### src/rtl/seg_xlate_pkg.sv
package seg_xlate_pkg;

    typedef enum logic [1:0] {
        KIND_FETCH = 2'd0,
        KIND_READ  = 2'd1,
        KIND_WRITE = 2'd2,
        KIND_RSVD  = 2'd3
    } kind_e;

    typedef enum logic [1:0] {
        CAUSE_OK    = 2'd0,
        CAUSE_BOUND = 2'd1,
        CAUSE_PERM  = 2'd2,
        CAUSE_NONE  = 2'd3
    } cause_e;

    localparam int RIGHTS_W = 3;
    localparam int RIGHT_RD = 0;
    localparam int RIGHT_WR = 1;
    localparam int RIGHT_EX = 2;

endpackage

### src/rtl/seg_table.sv
module seg_table
    import seg_xlate_pkg::*;
#(
    parameter int SEG_W = 3,
    parameter int OFF_W = 13,
    parameter int PA_W  = 24
) (
    input  logic                clk,
    input  logic                rst_n,
    input  logic                wr_en,
    input  logic [SEG_W-1:0]    wr_seg,
    input  logic [PA_W-1:0]     wr_base,
    input  logic [OFF_W:0]      wr_size,
    input  logic [RIGHTS_W-1:0] wr_rights,
    input  logic [SEG_W-1:0]    lk_seg,
    output logic [PA_W-1:0]     lk_base,
    output logic [OFF_W:0]      lk_size,
    output logic [RIGHTS_W-1:0] lk_rights,
    input  logic [SEG_W-1:0]    rb_seg,
    output logic [PA_W-1:0]     rb_base,
    output logic [OFF_W:0]      rb_size,
    output logic [RIGHTS_W-1:0] rb_rights
);
    localparam int NSEG = 1 << SEG_W;

    typedef struct packed {
        logic [PA_W-1:0]     base;
        logic [OFF_W:0]      size;
        logic [RIGHTS_W-1:0] rights;
    } desc_t;

    desc_t tab_d [NSEG];
    desc_t tab_q [NSEG];

    always_comb begin
        for (int i = 0; i < NSEG; i++) begin
            tab_d[i] = tab_q[i];
        end
        if (wr_en) begin
            tab_d[wr_seg] = '{base: wr_base, size: wr_size, rights: wr_rights};
        end
    end

    for (genvar g = 0; g < NSEG; g++) begin : g_entry
        always_ff @(posedge clk) begin
            if (!rst_n) begin
                tab_q[g] <= '0;
            end else begin
                tab_q[g] <= tab_d[g];
            end
        end
    end

    assign lk_base   = tab_q[lk_seg].base;
    assign lk_size   = tab_q[lk_seg].size;
    assign lk_rights = tab_q[lk_seg].rights;
    assign rb_base   = tab_q[rb_seg].base;
    assign rb_size   = tab_q[rb_seg].size;
    assign rb_rights = tab_q[rb_seg].rights;

endmodule

### src/rtl/seg_check.sv
module seg_check
    import seg_xlate_pkg::*;
#(
    parameter int OFF_W = 13,
    parameter int PA_W  = 24
) (
    input  logic [1:0]          kind,
    input  logic [OFF_W-1:0]    off,
    input  logic [PA_W-1:0]     base,
    input  logic [OFF_W:0]      size,
    input  logic [RIGHTS_W-1:0] rights,
    output cause_e              cause,
    output logic [PA_W-1:0]     paddr
);
    logic need_ok;

    always_comb begin
        unique case (kind_e'(kind))
            KIND_FETCH: need_ok = rights[RIGHT_EX];
            KIND_READ:  need_ok = rights[RIGHT_RD];
            KIND_WRITE: need_ok = rights[RIGHT_WR];
            default:    need_ok = 1'b0;
        endcase

        if (rights == '0) begin
            cause = CAUSE_NONE;
        end else if ({1'b0, off} >= size) begin
            cause = CAUSE_BOUND;
        end else if (!need_ok) begin
            cause = CAUSE_PERM;
        end else begin
            cause = CAUSE_OK;
        end

        paddr = base + PA_W'(off);
    end

endmodule

### src/rtl/seg_xlate_unit.sv
module seg_xlate_unit
    import seg_xlate_pkg::*;
#(
    parameter int SEG_W = 3,
    parameter int OFF_W = 13,
    parameter int PA_W  = 24
) (
    input  logic                clk,
    input  logic                rst_n,
    input  logic                req_valid,
    input  logic [1:0]          req_kind,
    input  logic [SEG_W-1:0]    req_seg,
    input  logic [OFF_W-1:0]    req_off,
    input  logic                cfg_we,
    input  logic [SEG_W-1:0]    cfg_seg,
    input  logic [PA_W-1:0]     cfg_base,
    input  logic [OFF_W:0]      cfg_size,
    input  logic [2:0]          cfg_rights,
    input  logic [SEG_W-1:0]    cfg_rd_seg,
    output logic [PA_W-1:0]     cfg_rd_base,
    output logic [OFF_W:0]      cfg_rd_size,
    output logic [2:0]          cfg_rd_rights,
    output logic                rsp_valid,
    output logic [PA_W-1:0]     rsp_paddr,
    output logic                rsp_fault,
    output logic [1:0]          rsp_cause
);
    typedef struct packed {
        logic            valid;
        logic            fault;
        cause_e          cause;
        logic [PA_W-1:0] paddr;
    } rsp_t;

    rsp_t rsp_d, rsp_q;

    logic [PA_W-1:0]     lk_base;
    logic [OFF_W:0]      lk_size;
    logic [RIGHTS_W-1:0] lk_rights;
    cause_e              chk_cause;
    logic [PA_W-1:0]     chk_paddr;

    seg_table #(.SEG_W(SEG_W), .OFF_W(OFF_W), .PA_W(PA_W)) i_table (
        .clk       (clk),
        .rst_n     (rst_n),
        .wr_en     (cfg_we),
        .wr_seg    (cfg_seg),
        .wr_base   (cfg_base),
        .wr_size   (cfg_size),
        .wr_rights (cfg_rights),
        .lk_seg    (req_seg),
        .lk_base   (lk_base),
        .lk_size   (lk_size),
        .lk_rights (lk_rights),
        .rb_seg    (cfg_rd_seg),
        .rb_base   (cfg_rd_base),
        .rb_size   (cfg_rd_size),
        .rb_rights (cfg_rd_rights)
    );

    seg_check #(.OFF_W(OFF_W), .PA_W(PA_W)) i_check (
        .kind   (req_kind),
        .off    (req_off),
        .base   (lk_base),
        .size   (lk_size),
        .rights (lk_rights),
        .cause  (chk_cause),
        .paddr  (chk_paddr)
    );

    always_comb begin
        rsp_d = '0;
        if (req_valid) begin
            rsp_d.valid = 1'b1;
            rsp_d.cause = chk_cause;
            rsp_d.fault = (chk_cause != CAUSE_OK);
            rsp_d.paddr = (chk_cause == CAUSE_OK) ? chk_paddr : '0;
        end
    end

    always_ff @(posedge clk) begin
        if (!rst_n) begin
            rsp_q <= '0;
        end else begin
            rsp_q <= rsp_d;
        end
    end

    assign rsp_valid = rsp_q.valid;
    assign rsp_fault = rsp_q.fault;
    assign rsp_cause = rsp_q.cause;
    assign rsp_paddr = rsp_q.paddr;

endmodule

### config.mk
export PLATFORM = sky130hd
export DESIGN_NAME = seg_xlate_unit
export DESIGN_NICKNAME = d
export VERILOG_FILES = /design/src/rtl/seg_xlate_pkg.sv /design/src/rtl/seg_table.sv /design/src/rtl/seg_check.sv /design/src/rtl/seg_xlate_unit.sv
export SDC_FILE = /design/constraint.sdc
export NUM_CORES = 1
export LEC_CHECK = 0
export BUFFER_PORTS_ARGS = -buffer_cell sky130_fd_sc_hd__buf_2
export CAP_MARGIN = 15
export CORE_AREA = 2 2 303 215
export CTS_BUF_LIST = sky130_fd_sc_hd__clkbuf_4
export CTS_CLUSTER_DIAMETER = 200
export DETAILED_ROUTE_END_ITERATION = 10
export DIE_AREA = 0 0 305 217
export PLACE_DENSITY = 0.52
export SLEW_MARGIN = 20
export SYNTH_ARGS = -nofsm -noshare
export SYNTH_HDL_FRONTEND = slang
export SYNTH_SLANG_ARGS = --single-unit
### constraint.sdc
create_clock -name clk -period 5.6 [get_ports clk]
set_clock_uncertainty 0.15 [all_clocks]
set_input_delay 0.28 -clock clk [delete_from_list [all_inputs] [get_ports clk]]
set_output_delay 0.28 -clock clk [all_outputs]
set_load 0.02 [all_outputs]
; After elaboration in Yosys (flattened, before gate mapping)
; Memories as Yosys holds them, arrays and structs flattened.
; Index checks and enable logic that the tools add are counted.
[word_totals]
mem_bits_ro = 0
input_bits = 69
output_inout_bits = 69
reg_bits = 28
mem_count = 1
mem_bits_rw = 328
latch_bits = 0
wordCells = 47
[op_classes]
addsub = 1
reduce_logical = 7
order_cmp = 3
n_mul = 0
n_bitwise = 9
n_shift = 0
eq_ne = 2
muxes = 20
n_div = 0
[mem_list]
columns = name, depth, word_bits, read_ports, rd_ports_with_merged_regs, wr, line
row1 = i_table.tab_q, 8, 41, 10, 0, 8, seg_table.sv:33  ; desc_t tab_q [NSEG];
[op_table]
columns = cell, n
row1 = 2-to-1 mux 41 bit, 9
row2 = bitwise mux 328 bit, 1
row3 = 2-to-1 mux 328 bit, 1
row4 = demux 41 bit (select 3 bit), 1
row5 = 2-to-1 mux 28 bit, 1
row6 = adder 24 x 13 -> 24 bit, 1
row7 = 2-to-1 mux 24 bit, 1
row8 = >= comparator 13 x 14 -> 1 bit, 1
row9 = OR 1 bit, 8
row10 = 2-to-1 mux 2 bit, 3
row11 = ">= comparator 4 bit, second input constant", 1
row12 = logical NOT 2 bit, 2
row13 = "less-than comparator 4 x 1 -> 1 bit, second input constant", 1
row14 = NOT 3 -> 4 bit, 1
row15 = logical NOT 3 bit, 1
row16 = one-hot mux 1 bit (3 select lines), 1
row17 = AND reduction 3 bit, 1
row18 = "equality test 2 x 1 -> 1 bit, second input constant", 1
row19 = "equality test 2 bit, second input constant", 1
row20 = 2-to-1 mux 1 bit, 2
row21 = AND reduction 2 bit, 1
row22 = nonzero test 2 bit, 1
row23 = logical AND 1 bit, 1

; Logic depth before layout (Yosys ltp)
; Gate-level depths: netlist of run 1.
[depth]
word_depth = 8
mapped_depth = 17
mapped_depth_nobuf = 11

; Hierarchy
; Synthesis of run 1 repeated with hierarchy kept, for this count alone.
[hier_totals]
cells_unflattened = 1985
hier_area_um2 = 19687.6
[by_module_without_submodules]
columns = mod, instances, cells_per_inst, area_each_um2, seq_area_each_um2
row1 = seg_table, 1, 1776, 17773.3, 6566.3
row2 = seg_check, 1, 150, 1121.1, 0.0
row3 = seg_xlate_unit, 1, 59, 793.3, 560.5

; Least setup slack after synthesis of run 1
; No wires, ideal clock.
[synth_timing]
path_kind = input-to-reg
from = in req_seg[0]
to = reg rsp_q, in the netlist rsp_paddr[16]
path_buffers = 3
path_stages = 14
setup_time_ns = 0.128
required_time_ns = 5.322
path_slack_ns = 1.205
arrival_ns = 4.117
path_cell_list = clkbuf_1 > clkbuf_1 > buf_2 > mux4_2 > mux2_2 > ha_1 > fa_1 > a211oi_1 > o21a_1 > o221ai_1 > a21oi_1 > nor4_1 > xor2_1 > nor2_1
[synth_via]
elab_chain_cells = 7
elab_cells_between_ends = 10
cone_classes = add/sub: 1 / order compare: 1 / mux: 4 / reduce/logical: 3 / memory: 1
[synth_rtl]
columns = element, line
row1 = start: declaration, seg_xlate_unit.sv:12  ; input logic [SEG_W-1:0] req_seg,
row2 = memory (8 x 41 bit) (*), -
row3 = "parallel branches: the longest is 6 deep, another holds >= comparator 13 x 14 -> 1 bit", -
row4 = end signal: assignment, seg_xlate_unit.sv:85  ; rsp_q <= rsp_d;
row5 = end: declaration, seg_xlate_unit.sv:35  ; rsp_t rsp_d, rsp_q;
; Every way passes the cells marked *.
; A chain may end at the register's enable or synchronous reset.

==> metrics, run 1 <==
outcome finished, final reports clean; RSZ-0062 raised after global routing no; drt initial violations 1372; reg2reg path depth 11; Synth cell types 51; Hold Path Stages 4; main flop type after synthesis dfxtp_1; top-area cell type share of the netlist area 37.8%; hold wc startpoint cfg_base[13]; die width 305 um; Avg WL per Cell 22.6 um; GR Overflow Total 0; number of global-route vias before repair 15988; Row Count 78; clock slew at reported path FFs 0.07 ns; fillers 6480; Final WS setup 1.51 ns; port bufs 137; Routed Antenna Nets 0; post-CTS resize count 0; Die ar. 0.0662 mm2; Syn Nets 2089; CTS buffer count 93; max-slew violations 0; largest net degree at the start of global routing 138; global-route wire length before repair 102 mm; IO Count 138; max-capacitance violation count 0; share of layout cells above drive strength 1 24.3%; commonest non-fill, non-tap cells in the layout nand2_1, dfxtp_1, a21boi_0; Tcrit/Tclk final 73.0%; synthesized area per cell 9.45 um2; area grow syn2layout 16.5%; Async SR Flop Fraction 0%; Slew @ Worst Pin 1.10 ns; Routed WL 68.4 mm; PD cells 255 mW/mm2; r2r startpoint i_table.tab_q[6][10]$_SDFFE_PN0P_; Area contributors post-synth dfxtp_1, mux4_2, nand2_1; FF/Latch Area 0.00713 mm2; CTS sink count 356; CP Class register to register; Post-Syn Area 0.0188 mm2; yosys warns 0; Clock Tree Root clkbuf_4; Synth Instances 1993; number of flops mapped to enable cells by yosys 0; area of the multi-input gates 0.0110 mm2; commonest non-fill, non-tap cell in the layout nand2_1; antenna violations before repair 8; overall fraction of global-route tracks in use 20.4%; Crit Path Max Fanout 22; final setup vio count 0; hold endpoint i_table.tab_q[4][30]$_SDFFE_PN0P_; Pre-Repair DR Iteration Count 6; Slew headroom 26.7%; final hold viol count 0; R2R setup slack 1.51 ns; setup TNS 0 ns; critical path arrival 4.74 ns; peak supply drop 0.131 mV; post-synthesis sequential area ratio 37.8%; Chip Height 217 um; minimum clock period 4.09 ns; DR vias 16013; post-layout util 34.5%; GP Congestion 0.853; H-Tree Depth 3; CTS tree yes; Worst setup EP type register; Leakage Power 7.80 nW; drt drc 0; worst hold path type input port to register; insertion delay to the later sink of the worst-skew pair 0.86 ns; setup slack at placement 1.28 ns; largest area contributor in the netlist dfxtp_1; WP data required 6.25 ns; DR vias/cell 5.28; core area 0.0637 mm2; Min Hold Slack 0.151 ns; synthesis-stage register bit count 356; worst-case clock buffer depth 3; RR Endpoint rsp_paddr[12]$_SDFF_PN0_; Post-DP HPWL 40.5 mm; startpoint types register; Peak Freq 244 MHz; nets@finish 2219; initial core utilization 29.6%
state kept, by name (all words and copies together) (netlist names):
register	cells
rsp_valid	1
rsp_cause	2
i_table.tab_q	328
rsp_fault	1
rsp_paddr	24
worst max-delay path: stages, from the launching register on:
cell,delay [ns]
dfxtp_1,0.33
mux4_2,0.48
mux2i_1,0.16
ha_1,0.26
a21o_1,0.16
a21oi_1,0.27
o211ai_1,0.19
a31oi_1,0.26
o21ba_2,0.21
nand2_1,0.55
a221oi_1,0.42
dlygate4sd3_1,0.59
metrics by stage:
stage          std cells  instance area (um2)  power [mW]
4_1_cts             3031                22000        5.64
5_1_grt             3033                22000        5.83
6_report            3033                22000        5.59
3_3_place_gp        2803                20100        3.27
3_5_place_dp        2803                20100        3.29
2_1_floorplan       1993                18800        3.07
area by class of cell:
| class | count | area share [%] |
|---|---|---|
| clock buffers | 131 | 4.48 |
| diodes | 2 | 0.0228 |
| clock inverters | 32 | 0.849 |
| inverters | 10 | 0.171 |
| repair buffers | 227 | 7.20 |
| flip-flops and latches | 356 | 32.5 |
| multi-input cells | 1435 | 50.0 |
| well taps | 840 | 4.79 |
timing repair:
action	4_1_cts	5_1_grt
endpoints found under the hold margin	344	0
buffers inserted	0	0
hold buffers	65	0
cell usage after synthesis (2+ instances only):
| library cell | count |
|---|---|
| a211o_1 | 2 |
| a211oi_1 | 2 |
| a21boi_0 | 328 |
| a21o_1 | 7 |
| a21oi_1 | 17 |
| a22oi_1 | 2 |
| a31oi_1 | 5 |
| and3_1 | 4 |
| buf_1 | 14 |
| buf_2 | 12 |
| buf_6 | 2 |
| clkbuf_1 | 122 |
| clkbuf_2 | 41 |
| dfxtp_1 | 356 |
| ha_1 | 26 |
| inv_1 | 9 |
| mux2_2 | 55 |
| mux2i_1 | 30 |
| mux4_1 | 5 |
| mux4_2 | 156 |
| nand2_1 | 670 |
| nand2b_1 | 5 |
| nand3_1 | 7 |
| nand4_1 | 2 |
| nor2_1 | 39 |
| nor2b_1 | 5 |
| nor3_1 | 11 |
| nor4_1 | 3 |
| o211ai_1 | 2 |
| o21a_1 | 6 |
| o21ai_0 | 10 |
| o21ai_1 | 3 |
| o21bai_1 | 3 |
| xnor2_1 | 8 |
| xor2_1 | 8 |
kinds of logic after synthesis:
kind of cell	synth area share (%)
flip-flops	37.8
adder cells (fa/ha/maj)	1.83
multiplexers	24.3
XOR/XNOR	0.744
AND/OR/NAND/NOR	15.6
AO/OA/AOI/OAI	15.2
buffers and inverters	4.48
where the power goes:
group / switching (mW) / leakage [nW] / internal [mW]
Clock: 1.15 / 0.684 / 1.17
Sequential: 0.0397 / 2.88 / 2.58
Combinational: 0.390 / 4.23 / 0.262
worst max path at each step:
stage	startpoint	end	slack, ns	cells past startpoint
2_1_floorplan	req_seg[0]	rsp_paddr[16]$_SDFF_PN0_	1.20	14
3_5_place_dp	req_seg[0]	rsp_paddr[12]$_SDFF_PN0_	1.28	12
6_report	i_table.tab_q[6][10]$_SDFFE_PN0P_	rsp_paddr[12]$_SDFF_PN0_	1.51	11
3_3_place_gp	req_seg[0]	rsp_paddr[20]$_SDFF_PN0_	1.33	12
5_1_grt	i_table.tab_q[3][3]$_SDFFE_PN0P_	rsp_paddr[12]$_SDFF_PN0_	1.33	11
4_1_cts	i_table.tab_q[7][10]$_SDFFE_PN0P_	rsp_paddr[12]$_SDFF_PN0_	1.55	11
per-layer routing:
layer,wire length [um],track usage (%),share of wire [%],vias to the layer above
met4,1660,6.62,2.4,8
met5,49,0,0.072,-
met1,31600,28.9,46,7924
met3,6040,5.54,8.8,141
met2,29100,30.2,42,699
li1,-,-,-,7241
(Power assumes the default switching activity.)
==> run 2, diff against run 1 <==
==> constraint.sdc (replaced) <==
create_clock -name clk -period 3.9 [get_ports clk]
set_clock_uncertainty 0.15 [all_clocks]
set_input_delay 0.195 -clock clk [delete_from_list [all_inputs] [get_ports clk]]
set_output_delay 0.195 -clock clk [all_outputs]
set_load 0.02 [all_outputs]
==> run 2 against run 1 <==
Net effect:
- final cell count is 0.40% lower
- wire length is 0.96% lower
- sequential power is 44% higher
- sequential share of layout area is 0.052 points lower
- combinational power is 46% higher
- utilization is 0.055 points higher
- clock power is 34% higher
- non-clock buffer count is 14 higher
- critical path type unchanged
- largest cell class unchanged
- highest routed layer unchanged
==> metrics, run 2 (synthesis gave the netlist of run 1 again) <==
insertion delay to the later sink of the worst-skew pair 0.80 ns; global-route wire length before repair 101 mm; RSZ-0062 raised after global routing no; Crit Path Max Fanout 3; Row Count 78; Routed Antenna Nets 0; CTS tree yes; DR vias 15865; CP Class register to register; minimum clock period 3.70 ns; Comb power frac 12.1%; max-slew violations 0; core area 0.0637 mm2; Top reg by flops i_table.tab_q; peak supply drop 0.201 mV; Hold Path Stages 5; Tcrit/Tclk final 94.8%; worst hold path type input port to register; IO Count 138; internal power 5.65 mW; clock slew at reported path FFs 0.07 ns; Worst setup EP type register; Min Hold Slack 0.0805 ns; post-layout util 34.5%; Clock Tree Root clkbuf_4; WP data required 4.42 ns; max-capacitance violation count 0; Peak Freq 270 MHz; number of global-route vias before repair 15597; PD cells 356 mW/mm2; GP Congestion 0.870; share of layout cells above drive strength 1 24.7%; R2R setup slack 0.20 ns; Routed WL 67.8 mm; hold wc startpoint req_kind[1]; RR Endpoint rsp_paddr[10]$_SDFF_PN0_; largest net degree at the start of global routing 230; hold endpoint rsp_fault$_SDFF_PN0_; setup TNS 0 ns; initial core utilization 29.6%; CTS buffer count 89; reg2reg path depth 12; H-Tree Depth 3; Slew @ Worst Pin 1.01 ns; Post-DP HPWL 40.7 mm; GR Overflow Total 0; critical path arrival 4.22 ns; drt drc 0; Slew headroom 32.7%; max FFs per register 328; Net Sw Frac 27.8%; port bufs 137; Clk pwr share 39.8%; area grow syn2layout 16.7%; drt initial violations 1538; Pre-Repair DR Iteration Count 5; CTS sink count 356; outcome finished, final reports clean; Avg WL per Cell 22.4 um; DR vias/cell 5.25; NetSw 2.18 mW; final hold viol count 0; commonest non-fill, non-tap cells in the layout nand2_1, dfxtp_1, a21boi_0; Die ar. 0.0662 mm2; worst-case clock buffer depth 3; Chip Height 217 um; final setup vio count 0; startpoint types register; r2r startpoint i_table.tab_q[5][17]$_SDFFE_PN0P_; Leakage Power 7.82 nW; overall fraction of global-route tracks in use 20.3%; antenna violations before repair 9; commonest non-fill, non-tap cell in the layout nand2_1; die width 305 um; sequential share of power 48.1%; nets@finish 2229
[run 2: changes by cell type in the layout (fill, tap and decap cells not counted), moves of 2 or more]
cell | before | now
clkbuf_4 | 131 | 122
clkinv_1 | 24 | 7
buf_12 | 3 | 8
dlygate4sd3_1 | 65 | 67
buf_4 | 27 | 33
clkinvlp_4 | 3 | 1
[run 2: area by class of cell]
cell class	instances	area (um2)
Tap cell	840	1050
Inverter	10	37.5
Antenna cell	3	7.51
Clock inverter	14	113
Timing Repair Buffer	241	1750
Fill cell	6531	41700
Multi-Input combinational cell	1435	11000
Sequential cell	356	7130
Clock buffer	122	916
[run 2: how the worst max path moves through the flow]
stage                                           start                       end  slack, ns  cells after the start
finish              i_table.tab_q[5][17]$_SDFFE_PN0P_  rsp_paddr[10]$_SDFF_PN0_       0.20                     12
global route        i_table.tab_q[4][17]$_SDFFE_PN0P_  rsp_paddr[10]$_SDFF_PN0_       0.02                     12
CTS                 i_table.tab_q[3][17]$_SDFFE_PN0P_  rsp_paddr[10]$_SDFF_PN0_       0.07                     12
detailed placement                         req_seg[1]  rsp_paddr[16]$_SDFF_PN0_       0.23                     12
global placement                           req_seg[1]  rsp_paddr[16]$_SDFF_PN0_       0.21                     12
floorplan                                  req_seg[1]  rsp_paddr[16]$_SDFF_PN0_       0.01                     15
[run 2: critical path, stage by stage, from the launching register on]
cell	delay, ns
dfxtp_1	0.33
mux4_2	0.47
mux2_2	0.29
ha_1	0.23
fa_2	0.39
a211oi_2	0.25
o21a_1	0.18
a21oi_1	0.05
a21o_1	0.22
a21oi_1	0.19
mux2i_1	0.21
dlygate4sd3_1	0.58
a21oi_1	0.06
[run 2: stage by stage]
step	instance area, um2	setup slack (ns)	instances	power, mW
6_report	22000	0.202	3021	7.83
5_1_grt	22000	0.0173	3020	8.16
4_1_cts	22000	0.0656	3017	7.91
3_5_place_dp	20300	0.234	2814	4.73
3_3_place_gp	20300	0.211	2814	4.72
2_1_floorplan	18900	0.0129	1993	4.41
[run 2: power groups by stage]
stage | Combinational (mW) | Sequential (mW) | Clock [mW]
floorplan | 0.581 | 3.83 | 0
global route | 1.02 | 3.77 | 3.37
detailed placement | 0.885 | 3.85 | 0
finish | 0.951 | 3.77 | 3.12
global placement | 0.872 | 3.84 | 0
CTS | 0.945 | 3.76 | 3.20
[run 2: metal layers]
layer | vias up | routed length, um | GRT usage (%)
li1 | 7233 | - | -
met1 | 7832 | 30500 | 28.2
met2 | 671 | 29400 | 30.7
met3 | 119 | 6080 | 5.26
met4 | 10 | 1680 | 6.30
met5 | - | 80 | 0.363
[run 2: timing repair]
item                                    CTS  global route
endpoints found under the setup margin    0             1
endpoints found under the hold margin   344             0
resized for setup                         0             2
buffers inserted                          0             1
hold buffers                             67             0
